<file path="src/rtl/bank_gate_pkg.sv">
package bank_gate_pkg;
  typedef enum logic [1:0] {
    MODE_PARK  = 2'b00,
    MODE_TEST  = 2'b01,
    MODE_TRIZ  = 2'b10,
    MODE_TEST2 = 2'b11
  } out_mode_e;

  function automatic logic is_test(input logic [1:0] m);
    return m[0];
  endfunction
endpackage

</file>
<file path="src/rtl/bank_gate_sync.sv">
module bank_gate_sync #(
  parameter int STAGES = 2
) (
  input  logic clk_i,
  input  logic rst_ni,
  input  logic d_i,
  output logic q_o
);
  logic [STAGES-1:0] chain_q;
  logic [STAGES-1:0] chain_d;

  always_comb begin
    chain_d = {chain_q[STAGES-2:0], d_i};
  end

  always_ff @(posedge clk_i or negedge rst_ni) begin
    if (!rst_ni) chain_q <= '0;
    else         chain_q <= chain_d;
  end

  assign q_o = chain_q[STAGES-1];
endmodule

</file>
<file path="src/rtl/bank_gate_lane.sv">
module bank_gate_lane (
  input  logic clk_i,
  input  logic rst_ni,
  input  logic ph_i,
  input  logic ph_prev_i,
  input  logic inv_i,
  input  logic stop_i,
  output logic dat_o
);
  logic run_q, run_d;
  logic dat_q, dat_d;
  logic cur_lvl, prev_lvl, idle_lvl;

  always_comb begin
    idle_lvl = inv_i;
    cur_lvl  = ph_i ^ inv_i;
    prev_lvl = ph_prev_i ^ inv_i;
    if (run_q) run_d = !(stop_i && (cur_lvl == idle_lvl));
    else       run_d = !stop_i && (prev_lvl == idle_lvl) && (cur_lvl != idle_lvl);
    dat_d = (run_q || run_d) ? cur_lvl : dat_q;
  end

  always_ff @(posedge clk_i or negedge rst_ni) begin
    if (!rst_ni) begin
      run_q <= 1'b1;
      dat_q <= 1'b0;
    end else begin
      run_q <= run_d;
      dat_q <= dat_d;
    end
  end

  assign dat_o = dat_q;

  // a parked lane keeps its level
  p_park_hold_r4: assert property (@(posedge clk_i) disable iff (!rst_ni)
    (!run_q && !run_d) |=> $stable(dat_q));
  // a release always coincides with a transition of the lane output
  p_release_edge_r7: assert property (@(posedge clk_i) disable iff (!rst_ni)
    $rose(run_q) |-> (dat_q != $past(dat_q)));
endmodule

</file>
<file path="src/rtl/bank_gate_top.sv">
module bank_gate_top #(
  parameter int NOUT      = 4,
  parameter int SYNC_STGS = 2
) (
  input  logic            clk_i,
  input  logic            rst_ni,
  input  logic            bank_clk_i,
  input  logic [NOUT-1:0] inv_i,
  input  logic            dis_i,
  input  logic [1:0]      mode_i,
  output logic [NOUT-1:0] dat_o,
  output logic [NOUT-1:0] oe_o,
  output logic            test_o
);
  import bank_gate_pkg::*;

  localparam logic [NOUT-1:0] ALL_ON = {NOUT{1'b1}};

  logic dis_s;
  logic ph_prev_q;
  logic oe_q, oe_d;
  logic test_q, test_d;
  logic stop;

  bank_gate_sync #(.STAGES(SYNC_STGS)) u_sync (
    .clk_i (clk_i),
    .rst_ni(rst_ni),
    .d_i   (dis_i),
    .q_o   (dis_s)
  );

  always_comb begin
    stop   = dis_s && (mode_i == MODE_PARK);
    oe_d   = !(dis_s && (mode_i == MODE_TRIZ));
    test_d = is_test(mode_i);
  end

  always_ff @(posedge clk_i or negedge rst_ni) begin
    if (!rst_ni) begin
      ph_prev_q <= 1'b0;
      oe_q      <= 1'b1;
      test_q    <= 1'b0;
    end else begin
      ph_prev_q <= bank_clk_i;
      oe_q      <= oe_d;
      test_q    <= test_d;
    end
  end

  for (genvar k = 0; k < NOUT; k++) begin : g_lane
    bank_gate_lane u_lane (
      .clk_i    (clk_i),
      .rst_ni   (rst_ni),
      .ph_i     (bank_clk_i),
      .ph_prev_i(ph_prev_q),
      .inv_i    (inv_i[k]),
      .stop_i   (stop),
      .dat_o    (dat_o[k])
    );
  end

  assign oe_o   = {NOUT{oe_q}};
  assign test_o = test_q;

  // hold-off mode never tri-states
  p_park_keeps_oe_r6: assert property (@(posedge clk_i) disable iff (!rst_ni)
    (mode_i == MODE_PARK && $past(mode_i) == MODE_PARK) |-> (oe_o == ALL_ON));
  // test flag implies enabled outputs
  p_test_enabled_r8: assert property (@(posedge clk_i) disable iff (!rst_ni)
    test_o |-> (oe_o == ALL_ON));
endmodule

</file>
<file path="config.mk">
export PLATFORM = sky130hd
export DESIGN_NAME = bank_gate_top
export DESIGN_NICKNAME = d
export VERILOG_FILES = /design/src/rtl/bank_gate_pkg.sv /design/src/rtl/bank_gate_sync.sv /design/src/rtl/bank_gate_lane.sv /design/src/rtl/bank_gate_top.sv
export SDC_FILE = /design/constraint.sdc
export NUM_CORES = 1
export LEC_CHECK = 0
export ABC_AREA = 1
export BUFFER_PORTS_ARGS = -buffer_cell sky130_fd_sc_hd__buf_2
export CAP_MARGIN = 20
export CORE_AREA = 10 10 47 49
export DETAILED_ROUTE_END_ITERATION = 8
export DIE_AREA = 0 0 57 59
export HOLD_SLACK_MARGIN = 0.15
export PLACE_DENSITY = 0.72
export SYNTH_ARGS = -nofsm -noshare
export SYNTH_HDL_FRONTEND = slang
export SYNTH_SLANG_ARGS = --single-unit
</file>
<file path="constraint.sdc">
create_clock -name clk_i -period 1.6 [get_ports clk_i]
set_clock_uncertainty 0.2 [all_clocks]
set_input_delay 0.08 -clock clk_i [delete_from_list [all_inputs] [get_ports clk_i]]
set_output_delay 0.08 -clock clk_i [all_outputs]
set_load 0.005 [all_outputs]
</file>
After elaboration in Yosys (flattened, before gate mapping)
Index checks and enable logic that the tools add are counted.
{"block": "classes", "n_reduce_logical": 25, "n_eq_ne": 13, "n_mux": 4, "bitwise_logic": 8}
{"op": "logical AND 1 bit", "n": 14}
{"op": "== test 1 bit", "n": 8}
{"op": "XOR 1 bit", "n": 8}
{"op": "zero test 1 bit", "n": 6}
{"op": "logical OR 1 bit", "n": 4}
{"op": "two-way mux 1 bit", "n": 4}
{"op": "inequality test 1 bit", "n": 4}
{"op": "== test 2 bit, second input constant", "n": 1}
{"op": "zero test 2 bit", "n": 1}
{"block": "totals", "output_inout_bits": 9, "elab_cells": 62, "in_bits": 10, "reg_bits": 13}

Logic depth before layout (Yosys ltp)
{"block": "logic_depth", "word_depth": 7, "depth_mapped": 8, "depth_no_buf": 6}

Modules after synthesis
A second synthesis with hierarchy kept.
{"block": "unflattened", "hier_cells": 77, "area_unflattened_um2": 600.6}
{"module": "bank_gate_lane", "area_per_inst_um2": 106.4, "instances": 4, "cells_each": 16, "seq_area_each_um2": 51.3}
{"module": "bank_gate_top", "area_per_inst_um2": 125.1, "instances": 1, "cells_each": 11, "seq_area_each_um2": 76.3}
{"module": "bank_gate_sync", "area_per_inst_um2": 50.0, "instances": 1, "cells_each": 2, "seq_area_each_um2": 50.0}

Worst setup path after synthesis
No wires, ideal clock.
{"block": "synth_path", "path_kind": "reg-to-reg", "startpoint": "register ph_prev_q", "endpoint": "register g_lane[0].u_lane.dat_q", "period_less_slack_ps": 1084, "stages_incl_launch_ff": 6, "slack_ps": 516, "setup_ps": 116, "arrival_ps": 767, "n_path_buf": 1, "required_ps": 1284, "path_cell_list": "dfrtp_1 -> nor2_4 -> nand2_2 -> buf_6 -> nand3_1 -> nand2_1"}
{"block": "synth_via", "elab_chain_len": 6}
{"element": "start: declaration", "line": "bank_gate_top.sv:20", "rtl": "logic ph_prev_q;"}
{"element": "start signal: assignment", "line": "bank_gate_top.sv:44", "rtl": "ph_prev_q <= bank_clk_i;"}
{"element": "XOR 1 bit", "line": "bank_gate_lane.sv:17", "rtl": "prev_lvl = ph_prev_i ^ inv_i;"}
{"element": "== test 1 bit", "line": "bank_gate_lane.sv:19", "rtl": "else run_d = !stop_i && (prev_lvl == idle_lvl) && (cur_lvl != idle_lvl);"}
{"element": "logical AND 1 bit (2 in series)", "line": "bank_gate_lane.sv:19"}
{"element": "two-way mux 1 bit", "line": "bank_gate_lane.sv:18", "rtl": "if (run_q) run_d = !(stop_i && (cur_lvl == idle_lvl));"}
{"element": "logical OR 1 bit", "line": "bank_gate_lane.sv:20", "rtl": "dat_d = (run_q || run_d) ? cur_lvl : dat_q;"}
{"element": "end signal: assignment", "line": "bank_gate_lane.sv:29", "rtl": "dat_q <= dat_d;"}
{"element": "end: declaration", "line": "bank_gate_lane.sv:11", "rtl": "logic dat_q, dat_d;"}
No other way between the ends.
A chain may end at the register's enable or synchronous reset.

==> impl_metrics.env <==
export IMPL_status="completed"
export IMPL_min_period_ps=1360
export IMPL_arrival_ps=1580
export IMPL_drc=0
export IMPL_ys_warn_count=0
export IMPL_avgViaCountPerCell=4.17
export IMPL_hold_violations=0
export IMPL_core_um2=1400
export IMPL_synth_nets=68
export IMPL_multi_input_area_um2=159
export IMPL_die_w_um=57
export IMPL_cp_required_ps=1820
export IMPL_busiest_layer="met2"
export IMPL_slew_headroom_pct=75.2
export IMPL_ctsResizeCount=0
export IMPL_drt_iter0_drc=7
export IMPL_synth_distinct_cells=16
export IMPL_crit_path_frequent_cell="dlygate4sd3_1"
export IMPL_ff_latch_area_um2=332
export IMPL_finalMaxSlewViolations=0
export IMPL_rows=14
export IMPL_p_leak_nw=0.373
export IMPL_dr_pass1_iters=4
export IMPL_crit_cells=3
export IMPL_critical_path_top_delay_family="buffers and inverters"
export IMPL_power_density_nw_per_um2=937
export IMPL_postCtsHoldBufs=10
export IMPL_endpoint_kind="asynchronous set/reset pin"
export IMPL_grt_max_degree=13
export IMPL_nNetsFinal=91
export IMPL_r2r_cells=4
export IMPL_cts_setup_buffers=0
export IMPL_cap_violations=0
export IMPL_antenna_found_initial=0
export IMPL_finalCritPeriodShare_pct=85.0
export IMPL_hpwlAfterDp_um=714
export IMPL_ant_nets=0
export IMPL_cts_root_buffer="clkbuf_4"
export IMPL_clk_latency_ps=260
export IMPL_place_congestion=0.751
export IMPL_grt_overflow_total=0
export IMPL_fp_dieH_um=59
export IMPL_synth_area_um2=597
export IMPL_ys_ff_latch=13
export IMPL_cts_tree="yes"
export IMPL_die_area_um2=3360
export IMPL_worst_pin_slew_ps=371
export IMPL_syn2layout_area_growth_pct=25.8
export IMPL_worstSetupStartpointType="input pin"
export IMPL_numCtsBuffers=3
export IMPL_use_met1_pct=7.14
export IMPL_setup_tns_ps=0
export IMPL_h_tree_depth=1
export IMPL_vias=400
export IMPL_grt_first_pass_wirelength_mm=1.92
export IMPL_path_clk_slew_ps=70
export IMPL_pin_count=19
export IMPL_clk_path_buf_depth=2
export IMPL_setup_violations_final=0
export IMPL_critPathBufInv=3
export IMPL_wire_per_inst_um=11.4
export IMPL_grt_util_all_layers_pct=7.27
export IMPL_crit_fanout=8
export IMPL_grt_pass1_vias=424
export IMPL_use_met3_pct=3.86
export IMPL_synth_seq_area_share_pct=55.6
export IMPL_drive_gt1_share_pct=41.3
export IMPL_slowest_delay_ps=800
export IMPL_critPathSlowestCell="dlygate4sd3_1"
export IMPL_irDropWorstVdd_uv=658
export IMPL_fillers=137
export IMPL_cts_sinks=13
export IMPL_antenna_cells=0
export IMPL_routed_wl_mm=1.09
export IMPL_start_util_pct=42.6
export IMPL_crit_type="input pin to asynchronous set/reset pin"
export IMPL_synth_area_per_cell_um2=10.3
export IMPL_port_buffers=18
export IMPL_hold_path_class="input pin to asynchronous set/reset pin"
export IMPL_postSynthCellCount=58
export IMPL_path_cells="dlygate4sd3_1, buf_2, dlygate4sd3_1"
export IMPL_rsz0062_at_grt="false"
export IMPL_fmax_mhz=735
export IMPL_p_total_uw=704
export IMPL_use_met2_pct=11.6
per-layer routing:
layer,up-vias,share of wire [%]
met5,-,0
met4,0,2.1
met2,15,45
met3,4,10
li1,212,-
met1,169,42
cell usage in the layout, fill, tap and decap left out:
| master | n |
|---|---|
| dfstp_2 | 5 |
| inv_2 | 1 |
| dlygate4sd3_1 | 10 |
| nand2_1 | 12 |
| clkinv_2 | 2 |
| buf_2 | 18 |
| xor2_1 | 4 |
| clkbuf_1 | 1 |
| a21oi_1 | 4 |
| nand2_2 | 2 |
| dfrtp_1 | 8 |
| nand3b_1 | 1 |
| nor2_4 | 1 |
| inv_1 | 1 |
| inv_4 | 1 |
| clkbuf_4 | 3 |
| nor2_1 | 2 |
| nand3_1 | 4 |
path summary, 6_finish.rpt:
path	start	slack, ps	endpoint
max in group clk_i	mode_i[1]	260	g_lane[2].u_lane.dat_o$_DFFE_PN0P_
min in group clk_i	u_sync.chain_q[0]$_DFF_PN0_	160	u_sync.chain_q[1]$_DFF_PN0_
worst max register to register	ph_prev_q$_DFF_PN0_	490	g_lane[2].u_lane.dat_o$_DFFE_PN0P_
worst min-delay path	rst_ni	160	g_lane[2].u_lane.run_q$_DFF_PN1_
worst max-delay path	rst_ni	240	test_o$_DFF_PN0_
worst min register to register	u_sync.chain_q[0]$_DFF_PN0_	160	u_sync.chain_q[1]$_DFF_PN0_
sequential cells by signal (all words and copies together) (netlist names):
| register | cells |
|---|---|
| oe_q | 1 |
| g_lane.u_lane.dat_o | 4 |
| ph_prev_q | 1 |
| u_sync.chain_q | 2 |
| test_o | 1 |
| g_lane.u_lane.run_q | 4 |
report_power, final:
part	internal [mW]	switching, mW	leakage [nW]
combinational	0.0627	0.0604	0.212
sequential	0.372	0.0161	0.147
clock	0.0964	0.0958	0.0150
total	0.531	0.172	0.373
metrics by stage:
stage                     setup WS (ps)  hold WS, ps  utilization (%)  cell area [um2]  instances
after floorplan                     516         -416                -              597         58
after global routing                136          160             53.6              751         96
final                               240          156             53.6              751         96
after detailed placement            511         -225             44.6              624         82
after CTS                           189          157             53.6              751         96
after global placement              520         -225             44.6              624         82
Yosys cell counts:
cell type | n | share of area, %
a21oi_1 | 4 | 3.4
buf_4 | 8 | 10
buf_6 | 2 | 3.8
clkinv_2 | 2 | 1.7
dfrtp_1 | 8 | 34
dfstp_2 | 5 | 22
inv_1 | 1 | 0.63
inv_2 | 1 | 0.63
inv_4 | 1 | 1.0
nand2_1 | 12 | 7.5
nand2_2 | 2 | 2.1
nand3_1 | 4 | 3.4
nand3b_1 | 1 | 1.3
nor2_1 | 2 | 1.3
nor2_4 | 1 | 1.9
xor2_1 | 4 | 5.9
cell families after synthesis:
group,synth area share (%)
simple gates,17.4
buf+inv,17.8
flops,55.6
compound gates,3.35
xor+xnor,5.87
area by class of cell:
cell class	count	share of cell area, %
repair buffers	28	25.3
flip-flops and latches	13	44.2
inverters	5	3.17
multi-input cells	30	21.2
clock buffers	4	3.50
well taps	16	2.67
No activity file was read; power rests on OpenSTA's default activity.
